**src/rtl/slowcal_pkg.sv**
```systemverilog
package slowcal_pkg;
  localparam int NUM_SRC = 3;

  typedef enum logic [1:0] {
    SRC_MUX    = 2'd0,
    SRC_XTAL32 = 2'd1,
    SRC_OSCDIV = 2'd2,
    SRC_ALIAS  = 2'd3
  } slow_src_e;

  typedef enum logic [1:0] {
    ENG_IDLE = 2'd0,
    ENG_ARM  = 2'd1,
    ENG_RUN  = 2'd2
  } eng_state_e;
endpackage

```
**src/rtl/slowcal_rst_sync.sv**
```systemverilog
module slowcal_rst_sync #(
  parameter int STAGES = 2
) (
  input  logic clk,
  input  logic rst_in_n,
  output logic rst_out_n
);
  logic [STAGES-1:0] chain_q;
  logic [STAGES-1:0] chain_d;

  always_comb begin
    chain_d = {chain_q[STAGES-2:0], 1'b1};
  end

  always_ff @(posedge clk or negedge rst_in_n) begin
    if (!rst_in_n) chain_q <= '0;
    else           chain_q <= chain_d;
  end

  assign rst_out_n = chain_q[STAGES-1];
endmodule

```
**src/rtl/slowcal_edge_sync.sv**
```systemverilog
module slowcal_edge_sync #(
  parameter int SYNC_STAGES = 2
) (
  input  logic clk,
  input  logic rst_n,
  input  logic async_in,
  output logic rise
);
  localparam int LAST = SYNC_STAGES;

  logic [LAST:0] pipe_q;
  logic [LAST:0] pipe_d;

  always_comb begin
    pipe_d = {pipe_q[LAST-1:0], async_in};
  end

  always_ff @(posedge clk or negedge rst_n) begin
    if (!rst_n) pipe_q <= '0;
    else        pipe_q <= pipe_d;
  end

  assign rise = pipe_q[LAST-1] & ~pipe_q[LAST];
endmodule

```
**src/rtl/slowcal_window_engine.sv**
```systemverilog
module slowcal_window_engine
  import slowcal_pkg::*;
#(
  parameter int CNT_W = 20,
  parameter int WIN_W = 15
) (
  input  logic             clk,
  input  logic             rst_n,
  input  logic             slow_rise,
  input  logic             start_lvl,
  input  logic             cont_en,
  input  logic [WIN_W-1:0] win_len,
  output logic             ready,
  output logic [CNT_W-1:0] value
);
  localparam logic [CNT_W-1:0] REF_MAX = {CNT_W{1'b1}};
  localparam logic [WIN_W-1:0] WIN_ONE = {{(WIN_W-1){1'b0}}, 1'b1};

  eng_state_e       state_q, state_d;
  logic [CNT_W-1:0] ref_q, ref_d, ref_inc;
  logic [WIN_W:0]   slow_q, slow_d, slow_inc;
  logic [WIN_W-1:0] eff_win;
  logic             start_q;
  logic             start_rise;
  logic             win_close;
  logic             ready_q, ready_d;
  logic [CNT_W-1:0] value_q, value_d;
  logic             value_en;

  always_comb begin
    eff_win    = (win_len == '0) ? WIN_ONE : win_len;
    ref_inc    = (ref_q == REF_MAX) ? REF_MAX : ref_q + 1'b1;
    slow_inc   = slow_q + 1'b1;
    start_rise = start_lvl & ~start_q;
    win_close  = (state_q == ENG_RUN) && slow_rise && (slow_inc >= {1'b0, eff_win});

    state_d  = state_q;
    ref_d    = ref_q;
    slow_d   = slow_q;
    ready_d  = ready_q;
    value_d  = ref_inc;
    value_en = 1'b0;

    unique case (state_q)
      ENG_IDLE: begin
        if (cont_en) state_d = ENG_ARM;
      end
      ENG_ARM: begin
        if (slow_rise) begin
          state_d = ENG_RUN;
          ref_d   = '0;
          slow_d  = '0;
        end
      end
      default: begin
        ref_d = ref_inc;
        if (slow_rise) slow_d = slow_inc;
        if (win_close) begin
          value_en = 1'b1;
          ready_d  = 1'b1;
          ref_d    = '0;
          slow_d   = '0;
          state_d  = cont_en ? ENG_RUN : ENG_IDLE;
        end
      end
    endcase

    if (start_rise) begin
      state_d  = ENG_ARM;
      ready_d  = 1'b0;
      value_en = 1'b0;
    end
  end

  always_ff @(posedge clk or negedge rst_n) begin
    if (!rst_n) begin
      state_q <= ENG_ARM;
      ref_q   <= '0;
      slow_q  <= '0;
      start_q <= 1'b0;
      ready_q <= 1'b0;
    end else begin
      state_q <= state_d;
      ref_q   <= ref_d;
      slow_q  <= slow_d;
      start_q <= start_lvl;
      ready_q <= ready_d;
    end
  end

  always_ff @(posedge clk or negedge rst_n) begin
    if (!rst_n)        value_q <= '0;
    else if (value_en) value_q <= value_d;
  end

  assign ready = ready_q;
  assign value = value_q;
endmodule

```
**src/rtl/slowclk_cal_counter.sv**
```systemverilog
module slowclk_cal_counter
  import slowcal_pkg::*;
#(
  parameter int CNT_W       = 20,
  parameter int WIN_W       = 15,
  parameter int SYNC_STAGES = 2
) (
  input  logic             clk_ref,
  input  logic             rst_ref_n,
  input  logic             slow_mux_i,
  input  logic             slow_xtal32k_i,
  input  logic             slow_oscdiv_i,
  input  logic [1:0]       src_sel,
  input  logic [WIN_W-1:0] win_len,
  input  logic             oneshot_start,
  input  logic             cont_en,
  output logic             ready,
  output logic [CNT_W-1:0] cal_value
);
  logic               rst_sync_n;
  logic [NUM_SRC-1:0] slow_vec;
  logic [NUM_SRC-1:0] rise_vec;
  logic               sel_rise;

  assign slow_vec = {slow_oscdiv_i, slow_xtal32k_i, slow_mux_i};

  slowcal_rst_sync #(.STAGES(2)) u_rst_sync (
    .clk       (clk_ref),
    .rst_in_n  (rst_ref_n),
    .rst_out_n (rst_sync_n)
  );

  for (genvar g = 0; g < NUM_SRC; g++) begin : g_src
    slowcal_edge_sync #(.SYNC_STAGES(SYNC_STAGES)) u_edge (
      .clk      (clk_ref),
      .rst_n    (rst_sync_n),
      .async_in (slow_vec[g]),
      .rise     (rise_vec[g])
    );
  end

  always_comb begin
    unique case (slow_src_e'(src_sel))
      SRC_XTAL32: sel_rise = rise_vec[1];
      SRC_OSCDIV: sel_rise = rise_vec[2];
      default:    sel_rise = rise_vec[0];
    endcase
  end

  slowcal_window_engine #(.CNT_W(CNT_W), .WIN_W(WIN_W)) u_engine (
    .clk       (clk_ref),
    .rst_n     (rst_sync_n),
    .slow_rise (sel_rise),
    .start_lvl (oneshot_start),
    .cont_en   (cont_en),
    .win_len   (win_len),
    .ready     (ready),
    .value     (cal_value)
  );
endmodule

```
**config.mk**
```make
export PLATFORM = sky130hd
export DESIGN_NAME = slowclk_cal_counter
export DESIGN_NICKNAME = d
export VERILOG_FILES = /design/src/rtl/slowcal_pkg.sv /design/src/rtl/slowcal_rst_sync.sv /design/src/rtl/slowcal_edge_sync.sv /design/src/rtl/slowcal_window_engine.sv /design/src/rtl/slowclk_cal_counter.sv
export SDC_FILE = /design/constraint.sdc
export NUM_CORES = 1
export LEC_CHECK = 0
export BUFFER_PORTS_ARGS = -buffer_cell sky130_fd_sc_hd__buf_4
export CAP_MARGIN = 25
export CELL_PAD_IN_SITES_DETAIL_PLACEMENT = 1
export CELL_PAD_IN_SITES_GLOBAL_PLACEMENT = 1
export CORE_MARGIN = 2
export CORE_UTILIZATION = 45
export DETAILED_ROUTE_END_ITERATION = 12
export PLACE_DENSITY_LB_ADDON = 0.12
export SYNTH_ARGS = -nofsm -noshare
export SYNTH_HDL_FRONTEND = slang
export SYNTH_SLANG_ARGS = --single-unit
export TNS_END_PERCENT = 50
```
**constraint.sdc**
```tcl
create_clock -name clk_ref -period 2.76 [get_ports clk_ref]
set_input_delay 0.552 -clock clk_ref [delete_from_list [all_inputs] [get_ports clk_ref]]
set_output_delay 0.552 -clock clk_ref [all_outputs]
set_load 0.01 [all_outputs]
```
==> reports/results.ini, run 1 <==
[die]
floorplan.initialDensity=0.466
die_extent_in_y_um=99.3
placement_rows=34
floorplan.io_pins=45
core_region_area_sq_um=8760
die-area_sq_um=9860
die_width_um=99.3

[setup_path]
startpoint_type=flip-flop
crit_path_most_repeated_cell=buf_4
crit_path_slowest_cell=dfrtp_1
critical_path_peak_fanout=11
crit_path_cell_trace=buf_4 > and3_4 > buf_4 > nand2_1 > xnor2_1 > ha_1 > o211ai_1 > nor2_1 > o21ai_2 > a2111oi_4 > buf_4 > o2111ai_4 > buf_12 > bufbuf_16 > nand2_1 > o21ai_1
max_stage_delay_ps=450
worst_ep_required_time_ps=3010
worstSetupEndpointType=flip-flop
crit_arrival_ps=3720
criticalPathCategory=reg2reg

[sta]
worst_clock_skew_ps=16.7
max_freq_mhz=288
maxSlewHeadroom=0.417
tightest_slew_ps=867
rsz_0062_raised_after_global_routing=true
timing_hold_violations_final=0
setup_slack_ps=-713
finalSetupViolations=57
slew_violations=0
timing.final.crit_share=1.26
finalCriticalPeriod_ps=3470
finalSetupTns_ps=-33730

[logic_synthesis]
synth_warnings=0
post_synth_instance_area_sq_um=4090
synth.largest_area_cell=dfrtp_1
synth_instances=453
ys.flop_type=dfrtp_1
synth.ff_latch_count=71
yosys.area.top_type_share=0.429
synth_edf_count=0
post_synth.cell_area_avg_sq_um=9.02
synthArstFlopShare=1.00
ys_top_cells_by_area=dfrtp_1 (43%), ha_1 (5.8%), nand2_1 (5.2%)
yosys.cell_types.count=60
seq_area_frac_synth=0.435
postSynthNetCount=496

[job]
maxCapViolations=0

[cts]
clock_path_buffers=2
number_of_h_tree_branching_levels=3
clkLatencyLatePin_ps=360
cts.sinks=71
worst_setup_hold_path_clk_slew_ps=100
cts_inserted_buffers=9
clockRootBuffer=clkbuf_8
cts_tree=done

[status]
failing_checks=setup timing
run_status=finished with violations

[placed_design]
io_buffer_count=44
replace_congestion=0.837
dpl-instance-area_sq_um=5130
place_hpwl_um=9240
preCtsSetupSlack_ps=-704

[pwr]
p_per_area_nw_per_um2=516
cell_internal_pwr_uw=1950
fin_total_pwr_uw=2990
switching_share=0.348
sequential_power_share=0.423
worst_ir_drop_vdd_uv=410
power.switching_uw=1040
comb_power_share=0.248
clock_power_share=0.329
static-leakage-power_uw=0.00283

[route]
drc=0
drt-pass1-iter-count=5
drt_iter0_markers=253
final_antenna_net_count=0
via_count=4303
vias_per_cell=6.23
route.final.wire_length_um=16300
post_drt_wl_per_cell_um=23.6

[global_routing]
grt_start_max_net_pins=45
grtUsageTotal=0.312
grt_pass1_wl_um=23900
first_global_vias=4505
gr-total-overflow=0
antenna_found_initial=0

[final_layout]
layout_common_cells=buf_4 (109), dfrtp_1 (68), nand2_1 (53)
layout_commonest_cell=buf_4
num_antenna_cells=0
finalCoreUtilization=0.662
num-nets-final=621
area_growth_pct=41.9
layout.filler_cells=971
layout-drive-gt1-share=0.364
postLayoutCellArea_sq_um=5800

[min_path]
worst_hold_path_type=reg2async

[sequential cells by signal (all words and copies together) (netlist names)]
signal,count
u_engine.ref_q,20
u_engine.value,20
g_src.u_edge.pipe_q,9
u_engine.slow_q,16
u_engine.ready,1
u_engine.start_q,1
u_rst_sync.chain_q,2
u_engine.state_q,2
[power by group through the flow]
stage | clock network, uW | logic (uW) | registers (uW)
floorplan | 0 | 357 | 1230
global placement | 0 | 562 | 1250
detailed placement | 0 | 593 | 1260
CTS | 975 | 644 | 1240
global route | 1040 | 780 | 1280
finish | 986 | 741 | 1270
[routing by layer]
| metal | global-route usage | up-vias | part of all wire |
|---|---|---|---|
| li1 | - | 1868 | - |
| met1 | 0.382 | 2158 | 0.39 |
| met2 | 0.545 | 218 | 0.51 |
| met3 | 0.0562 | 59 | 0.058 |
| met4 | 0.120 | 0 | 0.039 |
| met5 | 0 | - | 0 |
[cell families after synthesis]
| family | share of synthesized area |
|---|---|
| flip-flops | 0.435 |
| AND/OR/NAND/NOR | 0.230 |
| buffers and inverters | 0.0383 |
| AO/OA/AOI/OAI | 0.171 |
| adder cells (fa/ha/maj) | 0.0582 |
| other | 0.000917 |
| multiplexers | 0.0285 |
| XOR/XNOR | 0.0386 |
[synthesized netlist by cell type, drive strengths merged, types with 4 or more instances]
cell and count:
a211oi 7, a21o 4, a21oi 30, a221o 4, a22o 7, a31oi 4
and3 18, buf 9, clkbuf 7, dfrtp 70, ha 19, inv 21
mux2 5, mux2i 6, nand2 57, nand2b 4, nand3 26, nor2 42
nor3 12, o21ai 32, o22ai 4, or2 8, xnor2 14, xor2 4
[metrics by stage]
step                hold WS, ps  instances
finish                      277        691
global placement            301        661
floorplan                   256        453
global route                287        691
CTS                         303        690
detailed placement          309        661
[critical path, delay by kind of cell (launching register included)]
family	cells	cell delay [ps]
DFF	1	450
adders and majority gates	1	320
buffers and inverters	5	990
and+or+nand+nor	4	580
AOI/OAI and AO/OA	5	860
xor gates and xnor gates	1	150
[layout make-up]
cell class | instances | area, sq um | area share
Clock buffer | 10 | 138 | 0.0237
Clock inverter | 6 | 92.6 | 0.0160
Inverter | 21 | 78.8 | 0.0136
Multi-Input combinational cell | 345 | 2440 | 0.421
Sequential cell | 71 | 1780 | 0.307
Tap cell | 108 | 135 | 0.0233
Timing Repair Buffer | 130 | 1130 | 0.195
[repair_timing]
action	in CTS	in global routing
pin swaps	19	8
hold buffers	1	0
setup endpoints to repair	57	57
gates resized for setup	59	14
gates cloned	2	1
buffers inserted	10	1
endpoints found under the hold margin	2	0
[worst paths after layout]
| path | start | endpoint | slack, ps | cells past startpoint |
|---|---|---|---|---|
| setup / recovery | u_engine.slow_q[0] | u_engine.value[7] | -710 | 16 |
| max in group asynchronous | u_rst_sync.chain_q[1] | u_engine.state_q[0] | 1780 | 1 |
| setup reg to reg | u_engine.slow_q[0] | u_engine.value[7] | -710 | 16 |
| min in group clk_ref | slow_oscdiv_i | g_src[2].u_edge.pipe_q[0] | 290 | 1 |
| hold reg to reg | u_rst_sync.chain_q[1] | u_engine.ref_q[17] | 280 | 0 |
| hold / removal | u_rst_sync.chain_q[1] | u_engine.ref_q[17] | 280 | 0 |
No activity file was read; power rests on OpenSTA's default activity.
==> run 2: changes to the inputs <==
--- a/config.mk
+++ b/config.mk
@@ -5,12 +5,14 @@
 export SDC_FILE = /design/constraint.sdc
 export NUM_CORES = 1
 export LEC_CHECK = 0
+export ABC_AREA = 1
 export BUFFER_PORTS_ARGS = -buffer_cell sky130_fd_sc_hd__buf_4
 export CAP_MARGIN = 25
 export CELL_PAD_IN_SITES_DETAIL_PLACEMENT = 1
 export CELL_PAD_IN_SITES_GLOBAL_PLACEMENT = 1
 export CORE_MARGIN = 2
-export CORE_UTILIZATION = 45
+export CORE_UTILIZATION = 44
+export CTS_CLUSTER_SIZE = 16
 export DETAILED_ROUTE_END_ITERATION = 12
 export PLACE_DENSITY_LB_ADDON = 0.12
 export SYNTH_ARGS = -nofsm -noshare
==> reports/results.ini, run 2 <==
[status]
run_status=finished with violations
failing_checks=setup timing

[route]
final_antenna_net_count=0
via_count=3543
post_drt_wl_per_cell_um=16.4
drt-pass1-iter-count=4
drc=0
drt_iter0_markers=94
route.final.wire_length_um=11200
vias_per_cell=5.19

[cts]
cts.sinks=71
clock_path_buffers=2
clockRootBuffer=clkbuf_8
cts_tree=done
number_of_h_tree_branching_levels=3
clkLatencyLatePin_ps=360
cts_inserted_buffers=9
worst_setup_hold_path_clk_slew_ps=90

[placed_design]
replace_congestion=0.789
place_hpwl_um=7620
preCtsSetupSlack_ps=-342
io_buffer_count=44
dpl-instance-area_sq_um=4630

[logic_synthesis]
synthArstFlopShare=1.00
seq_area_frac_synth=0.451
top_cells_by_count_synth=nand2_1 (112), inv_1 (84), dfrtp_1 (70)
postSynthNetCount=523
post_synth.cell_area_avg_sq_um=8.21
ys.flop_type=dfrtp_1
ys_top_cells_by_area=dfrtp_1 (44%), nand2_1 (11%), inv_1 (8.0%)
synth.ff_latch_count=71
most_numerous_cell_in_the_yosys_netlist=nand2_1
post_synth_instance_area_sq_um=3940
synth_warnings=0
synth_instances=480
synth.largest_area_cell=dfrtp_1
yosys.cell_types.count=37
synth_edf_count=0
yosys.area.top_type_share=0.444

[sta]
tightest_slew_ps=908
finalSetupViolations=59
slew_violations=0
timing_hold_violations_final=0
timing.final.crit_share=1.08
rsz_0062_raised_after_global_routing=true
max_freq_mhz=336
finalCriticalPeriod_ps=2970
worst_clock_skew_ps=8.72
setup_slack_ps=-214
maxSlewHeadroom=0.395

[global_routing]
grt_pass1_wl_um=18100
gr-total-overflow=0
grtUsageTotal=0.234
antenna_found_initial=0
first_global_vias=3792
grt_start_max_net_pins=70

[setup_path]
startpoint_type=flip-flop
crit_path_most_repeated_cell=nand2_1
critical_path_peak_fanout=12
critical_path.n_buffers_inverters=6
crit_path_slowest_cell=dfrtp_1
critPathTopFamily=simple AND/OR/NAND/NOR gates
crit_arrival_ps=3220
criticalPathCategory=reg2reg
max_stage_delay_ps=410
worst_ep_required_time_ps=3010
crit_path_cell_trace=ha_2 > nand2_2 > nor2_2 > inv_2 > nor2_4 > inv_2 > o31ai_2 > nand2_1 > inv_1 > ha_1 > inv_1 > o31ai_2 > nand2_1 > nand2_1 > nor2_1 > nand2_2 > nand2_4 > nor2_8 > inv_6 > buf_12 > nand2_1 > o21ai_2
worstSetupEndpointType=flip-flop

[die]
die-area_sq_um=9730
die_width_um=98.7
floorplan.initialDensity=0.452
placement_rows=34
die_extent_in_y_um=98.7
core_region_area_sq_um=8720
floorplan.io_pins=45

[job]
maxCapViolations=0

[final_layout]
num-nets-final=613
layout-drive-gt1-share=0.273
area_growth_pct=27.3
num_antenna_cells=0
layout_commonest_cell=nand2_1
postLayoutCellArea_sq_um=5020
finalCoreUtilization=0.575
layout_common_cells=nand2_1 (104), inv_1 (82), buf_4 (81)

[pwr]
worst_ir_drop_vdd_uv=412
static-leakage-power_uw=0.00261
p_per_area_nw_per_um2=881

[min_path]
worst_hold_path_type=in2reg

==> run 2: worst register-to-register path, delay by kind of cell (launching register included) <==
kind | cells | cell delay [ps]
AO/OA/AOI/OAI | 3 | 530
adder cells (fa/ha/maj) | 2 | 360
buffers and inverters | 6 | 520
flip-flops | 1 | 410
AND/OR/NAND/NOR | 11 | 1050
==> run 2: logic make-up after synthesis <==
kind of cell | synth area share
AO/OA/AOI/OAI | 0.130
XOR/XNOR | 0.0355
adder cells (fa/ha/maj) | 0.0603
buffers and inverters | 0.100
flip-flops | 0.451
other | 0.000951
AND/OR/NAND/NOR | 0.222
==> run 2: worst paths after layout <==
path	cells past startpoint	slack, ps	startpoint	to
min in group asynchronous	1	480	u_rst_sync.chain_q[1]	u_engine.value[2]
max reg2reg	22	-210	u_engine.slow_q[0]	u_engine.value[4]
min	1	290	slow_mux_i	g_src[0].u_edge.pipe_q[0]
min reg2reg	0	360	g_src[0].u_edge.pipe_q[0]	g_src[0].u_edge.pipe_q[1]
max	22	-210	u_engine.slow_q[0]	u_engine.value[4]
max in group asynchronous	1	1690	u_rst_sync.chain_q[1]	u_engine.slow_q[7]
==> run 2: metal layers <==
| layer | GRT usage | routed length, um |
|---|---|---|
| met5 | 0 | 0 |
| met1 | 0.275 | 4690 |
| met4 | 0.0695 | 178 |
| met3 | 0.0411 | 225 |
| met2 | 0.434 | 6110 |
==> run 2: area by class of cell <==
type                    count  area, sq um
clock inverters             7         97.6
well taps                 108          135
multi-input cells         315         1850
clock buffers               9          124
inverters                  86          330
fillers                  1081         3700
repair buffers             87          701
flip-flops and latches     71         1780
==> run 2: metrics by stage <==
step                std cells  TNS [ps]  hold slack [ps]  power, uW
finish                    683     -7290              294       4420
global route              683    -18770              273       4720
CTS                       679      -746              273       4370
detailed placement        658    -15540              336       3310
global placement          657    -10830              334       3200
floorplan                 480         0              256       2600
==> run 2: what timing repair did <==
item / CTS / global route
setup endpoints to repair: 56 / 59
pin swaps: 3 / 13
hold buffers: 1 / 0
hold endpoints to repair: 2 / 0
buffers inserted: 4 / 4
resized for setup: 20 / 13
==> run 2: power by group <==
part / internal, uW / switching, uW
sequential: 1350 / 249
combinational: 788 / 1080
clock: 510 / 445
